<file path="src/rtl/fpx_pkg.sv">
package fpx_pkg;
  localparam int NFLAG   = 6;
  localparam int WORD_W  = 16;
  localparam int TOP_W   = 3;
  localparam int COND_W  = 4;
  localparam int SF_BIT  = NFLAG;
  localparam int IRQ_BIT = NFLAG + 1;
  localparam int SWD_W   = NFLAG + 1;
  localparam logic [WORD_W-1:0] CW_INIT = 16'h037F;

  typedef enum logic [1:0] {
    ACT_HOLD  = 2'd0,
    ACT_LOAD  = 2'd1,
    ACT_CLEAR = 2'd2,
    ACT_INIT  = 2'd3
  } flag_act_e;
endpackage

</file>
<file path="src/rtl/fpx_flag_bank.sv">
module fpx_flag_bank
  import fpx_pkg::*;
#(
  parameter int N = NFLAG
) (
  input  logic             clk,
  input  logic             rst,
  input  flag_act_e        act,
  input  logic [N-1:0]     ld_flags,
  input  logic             ld_sf,
  input  logic [N-1:0]     raise,
  input  logic             stk_fault,
  output logic [N-1:0]     flags_nx,
  output logic             sf_nx
);
  logic [N-1:0] flags_q;
  logic         sf_q;

  for (genvar i = 0; i < N; i++) begin : g_bit
    logic hit;
    logic base;
    if (i == 0) begin : g_inv
      assign hit = raise[i] | stk_fault;
    end else begin : g_oth
      assign hit = raise[i];
    end
    always_comb begin
      case (act)
        ACT_LOAD:  base = ld_flags[i];
        ACT_CLEAR: base = 1'b0;
        ACT_INIT:  base = 1'b0;
        default:   base = flags_q[i];
      endcase
      flags_nx[i] = (act == ACT_INIT) ? 1'b0 : (base | hit);
    end
  end

  always_comb begin
    case (act)
      ACT_LOAD:  sf_nx = ld_sf | stk_fault;
      ACT_CLEAR: sf_nx = stk_fault;
      ACT_INIT:  sf_nx = 1'b0;
      default:   sf_nx = sf_q | stk_fault;
    endcase
  end

  always_ff @(posedge clk) begin
    if (rst) begin
      flags_q <= '0;
      sf_q    <= 1'b0;
    end else begin
      flags_q <= flags_nx;
      sf_q    <= sf_nx;
    end
  end
endmodule

</file>
<file path="src/rtl/fpx_ctrl_reg.sv">
module fpx_ctrl_reg
  import fpx_pkg::*;
#(
  parameter int W = WORD_W,
  parameter logic [W-1:0] INIT_VAL = CW_INIT
) (
  input  logic         clk,
  input  logic         rst,
  input  logic         init,
  input  logic         wr,
  input  logic [W-1:0] wdata,
  output logic [W-1:0] cw_nx,
  output logic [W-1:0] cw_q
);
  always_comb begin
    if (init)    cw_nx = INIT_VAL;
    else if (wr) cw_nx = wdata;
    else         cw_nx = cw_q;
  end

  always_ff @(posedge clk) begin
    if (rst) cw_q <= INIT_VAL;
    else     cw_q <= cw_nx;
  end
endmodule

</file>
<file path="src/rtl/fpx_irq_gen.sv">
module fpx_irq_gen #(
  parameter int N = 6
) (
  input  logic         clk,
  input  logic         rst,
  input  logic [N-1:0] flags_nx,
  input  logic [N-1:0] mask_nx,
  output logic         irq_nx,
  output logic         irq_q
);
  assign irq_nx = |(flags_nx & ~mask_nx);

  always_ff @(posedge clk) begin
    if (rst) irq_q <= 1'b0;
    else     irq_q <= irq_nx;
  end
endmodule

</file>
<file path="src/rtl/fpx_status_ctrl.sv">
module fpx_status_ctrl
  import fpx_pkg::*;
(
  input  logic              clk,
  input  logic              rst,
  input  logic [NFLAG-1:0]  dp_flags,
  input  logic              dp_stk_fault,
  input  logic [TOP_W-1:0]  top_ptr,
  input  logic [COND_W-1:0] cond,
  input  logic              cw_wr,
  input  logic [WORD_W-1:0] cw_wdata,
  input  logic              sw_wr,
  input  logic [SWD_W-1:0]  sw_wdata,
  input  logic              cmd_init,
  input  logic              cmd_clex,
  output logic [WORD_W-1:0] cw_rd,
  output logic [WORD_W-1:0] sw_rd,
  output logic              irq
);
  flag_act_e         act;
  logic [NFLAG-1:0]  flags_nx;
  logic              sf_nx;
  logic [WORD_W-1:0] cw_nx;
  logic              irq_nx;
  logic [WORD_W-1:0] sw_nx;
  logic [WORD_W-1:0] sw_q;

  always_comb begin
    if (cmd_init)      act = ACT_INIT;
    else if (cmd_clex) act = ACT_CLEAR;
    else if (sw_wr)    act = ACT_LOAD;
    else               act = ACT_HOLD;
  end

  fpx_flag_bank #(.N(NFLAG)) u_flags (
    .clk       (clk),
    .rst       (rst),
    .act       (act),
    .ld_flags  (sw_wdata[NFLAG-1:0]),
    .ld_sf     (sw_wdata[SF_BIT]),
    .raise     (dp_flags),
    .stk_fault (dp_stk_fault),
    .flags_nx  (flags_nx),
    .sf_nx     (sf_nx)
  );

  fpx_ctrl_reg #(.W(WORD_W), .INIT_VAL(CW_INIT)) u_cw (
    .clk   (clk),
    .rst   (rst),
    .init  (cmd_init),
    .wr    (cw_wr),
    .wdata (cw_wdata),
    .cw_nx (cw_nx),
    .cw_q  (cw_rd)
  );

  fpx_irq_gen #(.N(NFLAG)) u_irq (
    .clk      (clk),
    .rst      (rst),
    .flags_nx (flags_nx),
    .mask_nx  (cw_nx[NFLAG-1:0]),
    .irq_nx   (irq_nx),
    .irq_q    (irq)
  );

  // Status word: 15 zero, 14 cond[3], 13:11 top, 10:8 cond[2:0], 7 irq, 6 stack fault, 5:0 flags
  assign sw_nx = {1'b0, cond[3], top_ptr, cond[2:0], irq_nx, sf_nx, flags_nx};

  always_ff @(posedge clk) begin
    if (rst) sw_q <= '0;
    else     sw_q <= sw_nx;
  end

  assign sw_rd = sw_q;
endmodule

</file>
<file path="config.mk">
export PLATFORM = sky130hd
export DESIGN_NAME = fpx_status_ctrl
export DESIGN_NICKNAME = d
export VERILOG_FILES = /design/src/rtl/fpx_pkg.sv /design/src/rtl/fpx_flag_bank.sv /design/src/rtl/fpx_ctrl_reg.sv /design/src/rtl/fpx_irq_gen.sv /design/src/rtl/fpx_status_ctrl.sv
export SDC_FILE = /design/constraint.sdc
export NUM_CORES = 1
export LEC_CHECK = 0
export CAP_MARGIN = 20
export CORE_MARGIN = 4
export CORE_UTILIZATION = 39
export CTS_BUF_LIST = sky130_fd_sc_hd__clkbuf_8
export CTS_CLUSTER_DIAMETER = 150
export DETAILED_ROUTE_END_ITERATION = 10
export GPL_TIMING_DRIVEN = 0
export PLACE_DENSITY_LB_ADDON = 0.05
export SETUP_SLACK_MARGIN = 0.05
export SLEW_MARGIN = 30
export SYNTH_ARGS = -nofsm -noshare
export SYNTH_HDL_FRONTEND = slang
export SYNTH_SLANG_ARGS = --single-unit
</file>
<file path="constraint.sdc">
create_clock -name clk -period 3.5 [get_ports clk]
set_input_delay 0.7 -clock clk [delete_from_list [all_inputs] [get_ports clk]]
set_output_delay 0.7 -clock clk [all_outputs]
set_load 0.005 [all_outputs]
</file>
==> impl_metrics.py, run 1 <==
metrics = {
    "critical_path": {
        "r2r-end": "sw_rd[7]$_SDFF_PP0_",
        "reg2regPathDepth": 4,
        "r2r_slack_ps": 2170,
        "worstSetupPathType": "in2reg",
        "r2r-start": "sw_rd[0]$_SDFF_PP0_",
        "worst_setup_path_end_kind": "flop",
        "cp_data_arrival_time_ps": 2160,
        "required_ps": 3660,
        "worstPathMaxFanout": 10,
        "critPathLaunchType": "input pin",
    },
    "clocking": {
        "postCtsHoldBufs": 0,
        "cts_tree": "built",
        "clock-root-buffer": "clkbuf_8",
        "htreeDepth": 2,
        "clock_latency_ps": 280,
        "clockBufferDepth": 2,
        "cts_setup_buffers": 0,
        "cts.clk_slew.worst_paths_ps": 60,
        "cts-resized-gates": 0,
        "cts_sinks": 31,
        "numCtsBuffers": 5,
    },
    "global_routing": {
        "antenna_found_initial": 0,
        "grt-ovfl-total": 0,
        "grt_pass1_wl_um": 5030,
        "use_met3": 0.09532,
        "grt_usage": 0.1624,
        "gr-max-usage-layer": "met2",
        "grt_pass1_vias": 1105,
        "grt_start_max_net_pins": 11,
        "met2_usage": 0.2850,
        "grt.met1_usage": 0.1542,
    },
    "synthesis": {
        "netlist.area_leader.share": 0.5374,
        "synth-seq-cells": 31,
        "synth_fp_nets": 151,
        "synth.avg_cell_area_um2": 10.69,
        "synthDistinctLibCells": 17,
        "synth_warnings": 0,
        "ys_seq_area_frac": 0.5374,
        "netlist_top_cells_area": "dfxtp_1 (54%), mux2_2 (11%), mux2i_1 (9.5%)",
        "postSynthCellCount": 108,
        "synth_area_leader_cell": "dfxtp_1",
        "syn_area_um2": 1155,
    },
    "power_and_ir_drop": {
        "p_leak_nw": 0.8016,
        "power_per_cell_area_nw_per_um2": 391.6,
        "irDropWorstVdd_uv": 358.4,
    },
    "floorplanning": {
        "core_um2": 2781,
        "die_h_um": 62.42,
        "die_x_um": 62.42,
        "dieArea_um2": 3896,
        "ios": 76,
        "initial_core_util": 0.4152,
        "core.rowCount": 19,
    },
    "worst_hold_path": {
        "whs_path_depth": 2,
        "min_to": "u_cw.cw_q[8]$_SDFFE_PP1P_",
        "min_from": "u_cw.cw_q[8]$_SDFFE_PP1P_",
        "hold_path.class": "reg2reg",
    },
    "timing": {
        "rsz0062_at_grt": "no",
        "min_period_ps": 1994,
        "final_max_slew_viol_count": 0,
        "fin_hold_ws_ps": 491.5,
        "fin_skew_ps": 6.875,
        "timing.final.crit_share": 0.5698,
        "fmax_ghz": 0.5014,
        "hold_violations": 0,
        "setup_violations": 0,
        "fin_setup_tns_ps": 0,
    },
    "final_layout": {
        "fin_nets": 230,
        "seqCellArea_um2": 620.6,
        "fillers": 223,
        "finalNonFillerCells": 218,
        "diodes": 0,
        "multi_input_area_um2": 484.2,
        "synthToLayoutAreaGrowth_pct": 73.35,
        "final_layout_size_suffix_gt1_frac": 0.1711,
    },
    "place": {
        "portBuffers": 72,
        "place_inst": 211,
        "gp_congestion": 0.7048,
        "hpwl_um": 2418,
    },
    "flow_run": {
        "cap_violations": 0,
    },
    "drt": {
        "num_vias": 1034,
        "drc": 0,
        "routedWlPerCell_um": 13.92,
        "routed_wirelength_um": 3035,
        "via_per_inst": 4.743,
        "drt-initial-drc-count": 16,
        "ant_nets": 0,
        "drt_first_pass_iters": 2,
    },
    "run_status": {
        "status": "completed",
    },
}
## how the worst max path moves through the flow
| stage | endpoint | slack, ps | from | cells after the start |
|---|---|---|---|---|
| after floorplan | sw_rd[7]$_SDFF_PP0_ | 1680 | sw_wr | 5 |
| after global placement | u_cw.cw_q[5]$_SDFF_PP1_ | 1240 | rst | 4 |
| after detailed placement | u_cw.cw_q[3]$_SDFF_PP1_ | 1200 | rst | 4 |
| after CTS | u_cw.cw_q[3]$_SDFF_PP1_ | 1480 | rst | 4 |
| after global routing | u_cw.cw_q[1]$_SDFF_PP1_ | 1430 | rst | 4 |
| final | u_cw.cw_q[0]$_SDFF_PP1_ | 1510 | rst | 4 |
## placed cells by master, fill, tap and decap left out
| cell type | n |
|---|---|
| clkdlybuf4s50_1 | 72 |
| dfxtp_1 | 31 |
| nor2_1 | 18 |
| mux2i_1 | 11 |
| mux2_2 | 11 |
| nor2b_1 | 7 |
| or2_2 | 7 |
| clkbuf_8 | 6 |
| a21oi_1 | 5 |
| clkbuf_1 | 3 |
| nand2_1 | 3 |
| o22ai_1 | 3 |
| buf_4 | 3 |
| buf_2 | 1 |
| buf_6 | 1 |
| mux2_4 | 1 |
| a211oi_2 | 1 |
| o31a_1 | 1 |
| conb_1 | 1 |
| clkinv_2 | 1 |
## worst max-delay path, stage by stage
cell and delay (ps):
clkdlybuf4s50_1 550, or2_2 340, clkbuf_1 220, or2_2 340
## area by class of cell
type                       instances  share of cell area
buffer                             8             0.02500
clock buffer                       6             0.04125
clock inverter                     1            0.002500
multi-input combinational         69              0.2419
sequential                        31              0.3100
tap                               31             0.01938
timing repair buffer              72              0.3600
## metal layers
| layer | up-vias | part of all wire |
|---|---|---|
| li1 | 511 | - |
| met2 | 50 | 0.52 |
| met5 | - | 0 |
| met4 | 0 | 0.0099 |
| met3 | 4 | 0.10 |
| met1 | 469 | 0.37 |
## Yosys cell counts
cell,n
dfxtp_1,31
conb_1,1
or2_2,7
mux2_4,1
o31a_1,1
nor2b_1,7
a21oi_1,5
nand2_1,3
a211oi_2,1
mux2_2,11
o22ai_1,3
nor2_1,18
buf_6,1
mux2i_1,11
buf_2,1
buf_4,3
clkbuf_1,3
## state kept, by name (all words and copies together), names as in the netlist
| signal | count |
|---|---|
| sw_rd | 15 |
| u_cw.cw_q | 16 |
## stage by stage
stage                     power [mW]  instance area (µm²)  setup WS [ps]  utilization
after floorplan               0.4302                 1155           1682            -
after global placement        0.5124                 1914           1244       0.6883
after detailed placement      0.5163                 1914           1204       0.6883
after CTS                     0.7932                 2002           1482       0.7197
after global routing          0.8230                 2002           1430       0.7197
final                         0.7840                 2002           1506       0.7197
## logic make-up (layout without fill, tap and decap cells)
group / count (synthesis) / after routing / share of synthesized area
multiplexers: 23 / 23 / 0.2156
flip-flops: 31 / 31 / 0.5374
other: 1 / 1 / 0.003247
AO/OA/AOI/OAI: 10 / 10 / 0.05634
buffers and inverters: 8 / 87 / 0.04333
AND/OR/NAND/NOR: 35 / 35 / 0.1441
## where the power goes
| group | leakage, nW | switching (mW) | total, mW | internal (mW) |
|---|---|---|---|---|
| Combinational | 0.500 | 0.0407 | 0.133 | 0.0925 |
| Sequential | 0.255 | 0.00637 | 0.374 | 0.368 |
| Clock | 0.0470 | 0.122 | 0.276 | 0.154 |
| Total | 0.802 | 0.170 | 0.784 | 0.614 |
Power figures use the tool's default switching activity.
==> run 2: changes to the inputs <==
--- a/config.mk
+++ b/config.mk
@@ -7,7 +7,7 @@
 export LEC_CHECK = 0
 export CAP_MARGIN = 20
 export CORE_MARGIN = 4
-export CORE_UTILIZATION = 39
+export CORE_UTILIZATION = 37
 export CTS_BUF_LIST = sky130_fd_sc_hd__clkbuf_8
 export CTS_CLUSTER_DIAMETER = 150
 export DETAILED_ROUTE_END_ITERATION = 10
==> constraint.sdc (replaced) <==
create_clock -name clk -period 2 [get_ports clk]
set_input_delay 0.4 -clock clk [delete_from_list [all_inputs] [get_ports clk]]
set_output_delay 0.4 -clock clk [all_outputs]
set_load 0.005 [all_outputs]
==> run 2 against run 1 <==
Compared with the run above:
- highest routed layer unchanged
- clock power is 93% higher
- worst hold slack improved by 2.5 ps
- register-to-register slack worse by 1500 ps
- largest cell class unchanged
==> impl_metrics.py, run 2 (same netlist as run 1, synthesis figures left out) <==
metrics = {
    "floorplanning": {
        "die_h_um": 63.87,
        "core_um2": 3028,
        "die_x_um": 63.87,
        "ios": 76,
        "initial_core_util": 0.3814,
        "core.rowCount": 20,
        "dieArea_um2": 4079,
    },
    "global_routing": {
        "grt_usage": 0.1532,
        "grt-ovfl-total": 0,
        "grt_pass1_vias": 1117,
        "grt_start_max_net_pins": 11,
        "antenna_found_initial": 0,
        "grt_pass1_wl_um": 4871,
    },
    "clocking": {
        "cts_tree": "built",
        "clock_latency_ps": 270,
        "clock-root-buffer": "clkbuf_8",
        "cts.clk_slew.worst_paths_ps": 60,
        "cts_setup_buffers": 0,
        "clockBufferDepth": 2,
        "htreeDepth": 2,
        "numCtsBuffers": 5,
        "postCtsHoldBufs": 0,
        "cts_sinks": 31,
        "cts-resized-gates": 0,
    },
    "critical_path": {
        "cp_slowest_cell": "clkdlybuf4s50_1",
        "critPathLaunch": "rst",
        "r2r-start": "sw_rd[0]$_SDFF_PP0_",
        "required_ps": 2160,
        "path_buf_inv": 2,
        "cpPeakStageDelay_ps": 560,
        "worstSetupPathType": "in2reg",
        "worst_setup_path_end_kind": "flop",
        "cp_data_arrival_time_ps": 1850,
        "cp_top_family": "buffers and inverters",
        "critPathLaunchType": "input pin",
        "worstPathMaxFanout": 10,
        "path_common_cell": "or2_2",
        "path_cells": "clkdlybuf4s50_1 -> or2_2 -> clkbuf_1 -> or2_2",
    },
    "final_layout": {
        "regMostFlops": "u_cw.cw_q",
        "finalNonFillerCells": 232,
        "largest_register_ffs": 16,
        "final_cell_mix": "clkdlybuf4s50_1 (72), dfxtp_1 (31), nor2_1 (18)",
        "synthToLayoutAreaGrowth_pct": 76.16,
        "fin_nets": 230,
        "layout_commonest_cell": "clkdlybuf4s50_1",
        "final_layout_size_suffix_gt1_frac": 0.1755,
        "final_area_um2": 2034,
        "fillers": 264,
        "diodes": 0,
    },
    "timing": {
        "fin_hold_ws_ps": 494.0,
        "fin_skew_ps": 5.934,
        "hold_violations": 0,
        "fmax_ghz": 0.5952,
        "setup_violations": 0,
        "rsz0062_at_grt": "no",
        "min_period_ps": 1680,
        "timing.final.crit_share": 0.8401,
        "final_max_slew_viol_count": 0,
        "fin_setup_tns_ps": 0,
    },
    "power_and_ir_drop": {
        "power_per_cell_area_nw_per_um2": 697.7,
        "irDropWorstVdd_uv": 497.2,
        "p_leak_nw": 0.8050,
    },
    "drt": {
        "drt-initial-drc-count": 6,
        "drc": 0,
        "num_vias": 1031,
        "routedWlPerCell_um": 12.86,
        "ant_nets": 0,
        "via_per_inst": 4.444,
        "routed_wirelength_um": 2983,
        "drt_first_pass_iters": 4,
    },
    "place": {
        "place_inst": 224,
        "hpwl_um": 2363,
        "placed_area_um2": 1931,
        "gp_congestion": 0.6858,
        "portBuffers": 72,
    },
    "worst_hold_path": {
        "hold_path.class": "reg2reg",
        "min_from": "u_cw.cw_q[12]$_SDFFE_PP0P_",
    },
    "run_status": {
        "status": "completed",
    },
    "flow_run": {
        "cap_violations": 0,
    },
}
==> run 2: changes by cell type in the layout (fill, tap and decap cells not counted) <==
cell / change
clkbuf_8: +1
clkinv_2: -1
clkinvlp_4: +1
==> run 2: power by group <==
| part | switching (mW) | internal (mW) | leakage, nW |
|---|---|---|---|
| Combinational | 0.0709 | 0.162 | 0.500 |
| Clock | 0.219 | 0.312 | 0.0505 |
| Sequential | 0.0110 | 0.644 | 0.255 |
| Total | 0.301 | 1.12 | 0.805 |
==> run 2: tightest hold or removal path, cell delays in order (launching register included) <==
cell and delay [ps]:
dfxtp_1 320, mux2i_1 60, nor2_1 80
==> run 2: final cells by class <==
class	instances	area (µm²)	area share
Clock buffer	7	96.34	0.04736
Clock inverter	1	7.507	0.003690
Tap cell	44	55.05	0.02706
Multi-Input combinational cell	69	484.2	0.2380
Sequential cell	31	620.6	0.3050
Buffer	8	50.05	0.02460
Timing Repair Buffer	72	720.7	0.3542
==> run 2: stage by stage <==
stage	power (mW)	setup WS [ps]	util
after floorplan	0.7528	481.6	-
after global placement	0.8975	26.61	0.6376
after detailed placement	0.9038	8.118	0.6376
after CTS	1.441	306.7	0.6719
after global routing	1.492	236.2	0.6719
final	1.419	319.8	0.6719
==> run 2: layer usage <==
metal  routed length, µm  global-route usage
met1                1201              0.1551
met2                1493              0.2697
met3                 269             0.07381
met4                  19             0.05660
met5                   0                   0
==> run 2: worst paths after layout <==
check        depth (start not counted)                         end  slack [ps]
max reg2reg                          4         sw_rd[7]$_SDFF_PP0_         650
min reg2reg                          2  u_cw.cw_q[12]$_SDFFE_PP0P_         490
min                                  2  u_cw.cw_q[12]$_SDFFE_PP0P_         490
max                                  4     u_cw.cw_q[1]$_SDFF_PP1_         320
==> run 3: changes to the inputs <==
==> constraint.sdc (replaced) <==
create_clock -name clk -period 1.7 [get_ports clk]
set_input_delay 0.34 -clock clk [delete_from_list [all_inputs] [get_ports clk]]
set_output_delay 0.34 -clock clk [all_outputs]
set_load 0.005 [all_outputs]
==> run 3 against run 2 <==
Compared with the run above:
- routed wire length hardly changed
- setup slack worse by 190 ps
- register-to-register slack worse by 300 ps
- first-iteration DRC count stayed put
- sequential cell count stayed put
- utilization is 0.083 points higher
- critical path depth is 2 lower
- via count is 0.29% lower
- critical endpoint is now sw_rd[7]
- final cell count stayed put
- highest routed layer unchanged
- largest power group unchanged
==> impl_metrics.py, run 3 (same netlist as run 1, synthesis figures left out) <==
metrics = {
    "run_status": {
        "status": "completed",
    },
    "place": {
        "placed_area_um2": 1931,
        "place_inst": 224,
        "portBuffers": 72,
        "gp_congestion": 0.6858,
        "hpwl_um": 2363,
    },
    "clocking": {
        "cts.clk_slew.worst_paths_ps": 60,
        "clock-root-buffer": "clkbuf_8",
        "clock_latency_ps": 270,
        "cts_sinks": 31,
        "clockBufferDepth": 2,
        "htreeDepth": 2,
        "cts_tree": "built",
        "cts_setup_buffers": 0,
        "postCtsHoldBufs": 0,
        "numCtsBuffers": 5,
    },
    "final_layout": {
        "fin_nets": 230,
        "finalNonFillerCells": 232,
        "layout_commonest_cell": "clkdlybuf4s50_1",
        "regMostFlops": "u_cw.cw_q",
        "largest_register_ffs": 16,
        "synthToLayoutAreaGrowth_pct": 76.38,
        "diodes": 0,
        "final_area_um2": 2037,
        "final_cell_mix": "clkdlybuf4s50_1 (71), dfxtp_1 (31), nor2_1 (18)",
        "final_layout_size_suffix_gt1_frac": 0.1755,
        "finish.utilization": 0.6727,
    },
    "drt": {
        "routedWlPerCell_um": 12.86,
        "drc": 0,
        "drt_first_pass_iters": 3,
        "ant_nets": 0,
        "drt-initial-drc-count": 6,
        "via_per_inst": 4.431,
        "routed_wirelength_um": 2984,
        "num_vias": 1028,
    },
    "worst_hold_path": {
        "min_from": "rst",
        "hold_path.class": "in2reg",
    },
    "timing": {
        "setup_violations": 0,
        "timing.final.crit_share": 0.9227,
        "fin_skew_ps": 5.934,
        "fmax_ghz": 0.6375,
        "rsz0062_at_grt": "no",
        "final_max_slew_viol_count": 0,
        "hold_violations": 0,
        "min_period_ps": 1569,
    },
    "critical_path": {
        "critPathLaunch": "sw_rd[7]$_SDFF_PP0_",
        "critPathLaunchType": "flop",
        "worstSetupPathType": "reg2out",
        "cp_data_arrival_time_ps": 1230,
        "required_ps": 1360,
        "worstPathMaxFanout": 2,
        "worst_setup_path_end_kind": "primary output",
        "r2r-start": "sw_rd[0]$_SDFF_PP0_",
    },
    "global_routing": {
        "antenna_found_initial": 0,
        "grt_pass1_wl_um": 4871,
        "grt_usage": 0.1532,
        "met2_usage": 0.2697,
        "grt_start_max_net_pins": 11,
        "use_met3": 0.07381,
        "gr-max-usage-layer": "met2",
        "grt-ovfl-total": 0,
        "grt.met1_usage": 0.1551,
        "grt_pass1_vias": 1117,
    },
    "power_and_ir_drop": {
        "swShare": 0.2123,
        "p_leak_nw": 0.8142,
        "p_switching_mw": 0.3544,
        "p_comb_frac": 0.164,
        "p_seq_frac": 0.461,
        "internal_power_mw": 1.315,
        "power_per_cell_area_nw_per_um2": 819.8,
        "irDropWorstVdd_uv": 585.0,
        "clkPwrFrac": 0.375,
    },
    "floorplanning": {
        "ios": 76,
        "initial_core_util": 0.3814,
        "dieArea_um2": 4079,
        "core.rowCount": 20,
        "die_h_um": 63.87,
        "core_um2": 3028,
        "die_x_um": 63.87,
    },
    "flow_run": {
        "cap_violations": 0,
    },
}
run 3: changes by cell type in the layout (fill, tap and decap cells not counted), sizes merged:
cell	delta
clkdlybuf4s50	-1
dlymetal6s2s	+1
run 3: final cells by class:
class                   count  area, µm²
fillers                   264      991.0
well taps                  44      55.05
repair buffers             72      723.2
multi-input cells          69      484.2
plain buffers               8      50.05
clock buffers               7      96.34
flip-flops and latches     31      620.6
clock inverters             1      7.507
run 3: metal layers:
| metal | vias up | part of all wire |
|---|---|---|
| li1 | 513 | - |
| met1 | 467 | 0.40 |
| met4 | 0 | 0.0064 |
| met5 | - | 0 |
| met2 | 46 | 0.50 |
| met3 | 2 | 0.090 |
run 3: power by group through the flow:
stage / Clock (mW) / Sequential (mW) / Combinational, mW
6_report: 0.626 / 0.771 / 0.274
5_1_grt: 0.685 / 0.773 / 0.297
4_1_cts: 0.646 / 0.771 / 0.279
3_5_place_dp: 0 / 0.787 / 0.276
3_3_place_gp: 0 / 0.785 / 0.271
2_1_floorplan: 0 / 0.789 / 0.0967
run 3: worst max-delay path, stage by stage (launching register included):
cell             delay (ps)
dfxtp_1                 350
buf_4                   110
clkdlybuf4s50_1         480
run 3: timing repair:
action	in CTS	in global routing
gates resized for setup	0	1
setup endpoints to repair	0	6
endpoints found under the hold margin	0	0
run 3: through the flow:
step / setup slack, ps / setup TNS (ps) / power (mW) / hold slack [ps]
6_report: 131.5 / 0 / 1.670 / 443.1
5_1_grt: 88.80 / 0 / 1.755 / 480.3
4_1_cts: 66.73 / 0 / 1.696 / 480.4
3_5_place_dp: -231.9 / -2224 / 1.063 / 481.1
3_3_place_gp: -213.4 / -1726 / 1.056 / 461.0
2_1_floorplan: 241.6 / 0 / 0.8856 / 411.6
run 3: path summary, 6_finish.rpt:
kind | cells past startpoint | endpoint | slack (ps)
worst max-delay path | 2 | sw_rd[7] | 130
worst min-delay path | 2 | sw_rd[9]$_SDFF_PP0_ | 440
worst max register to register | 4 | sw_rd[7]$_SDFF_PP0_ | 350
worst min register to register | 2 | u_cw.cw_q[12]$_SDFFE_PP0P_ | 490
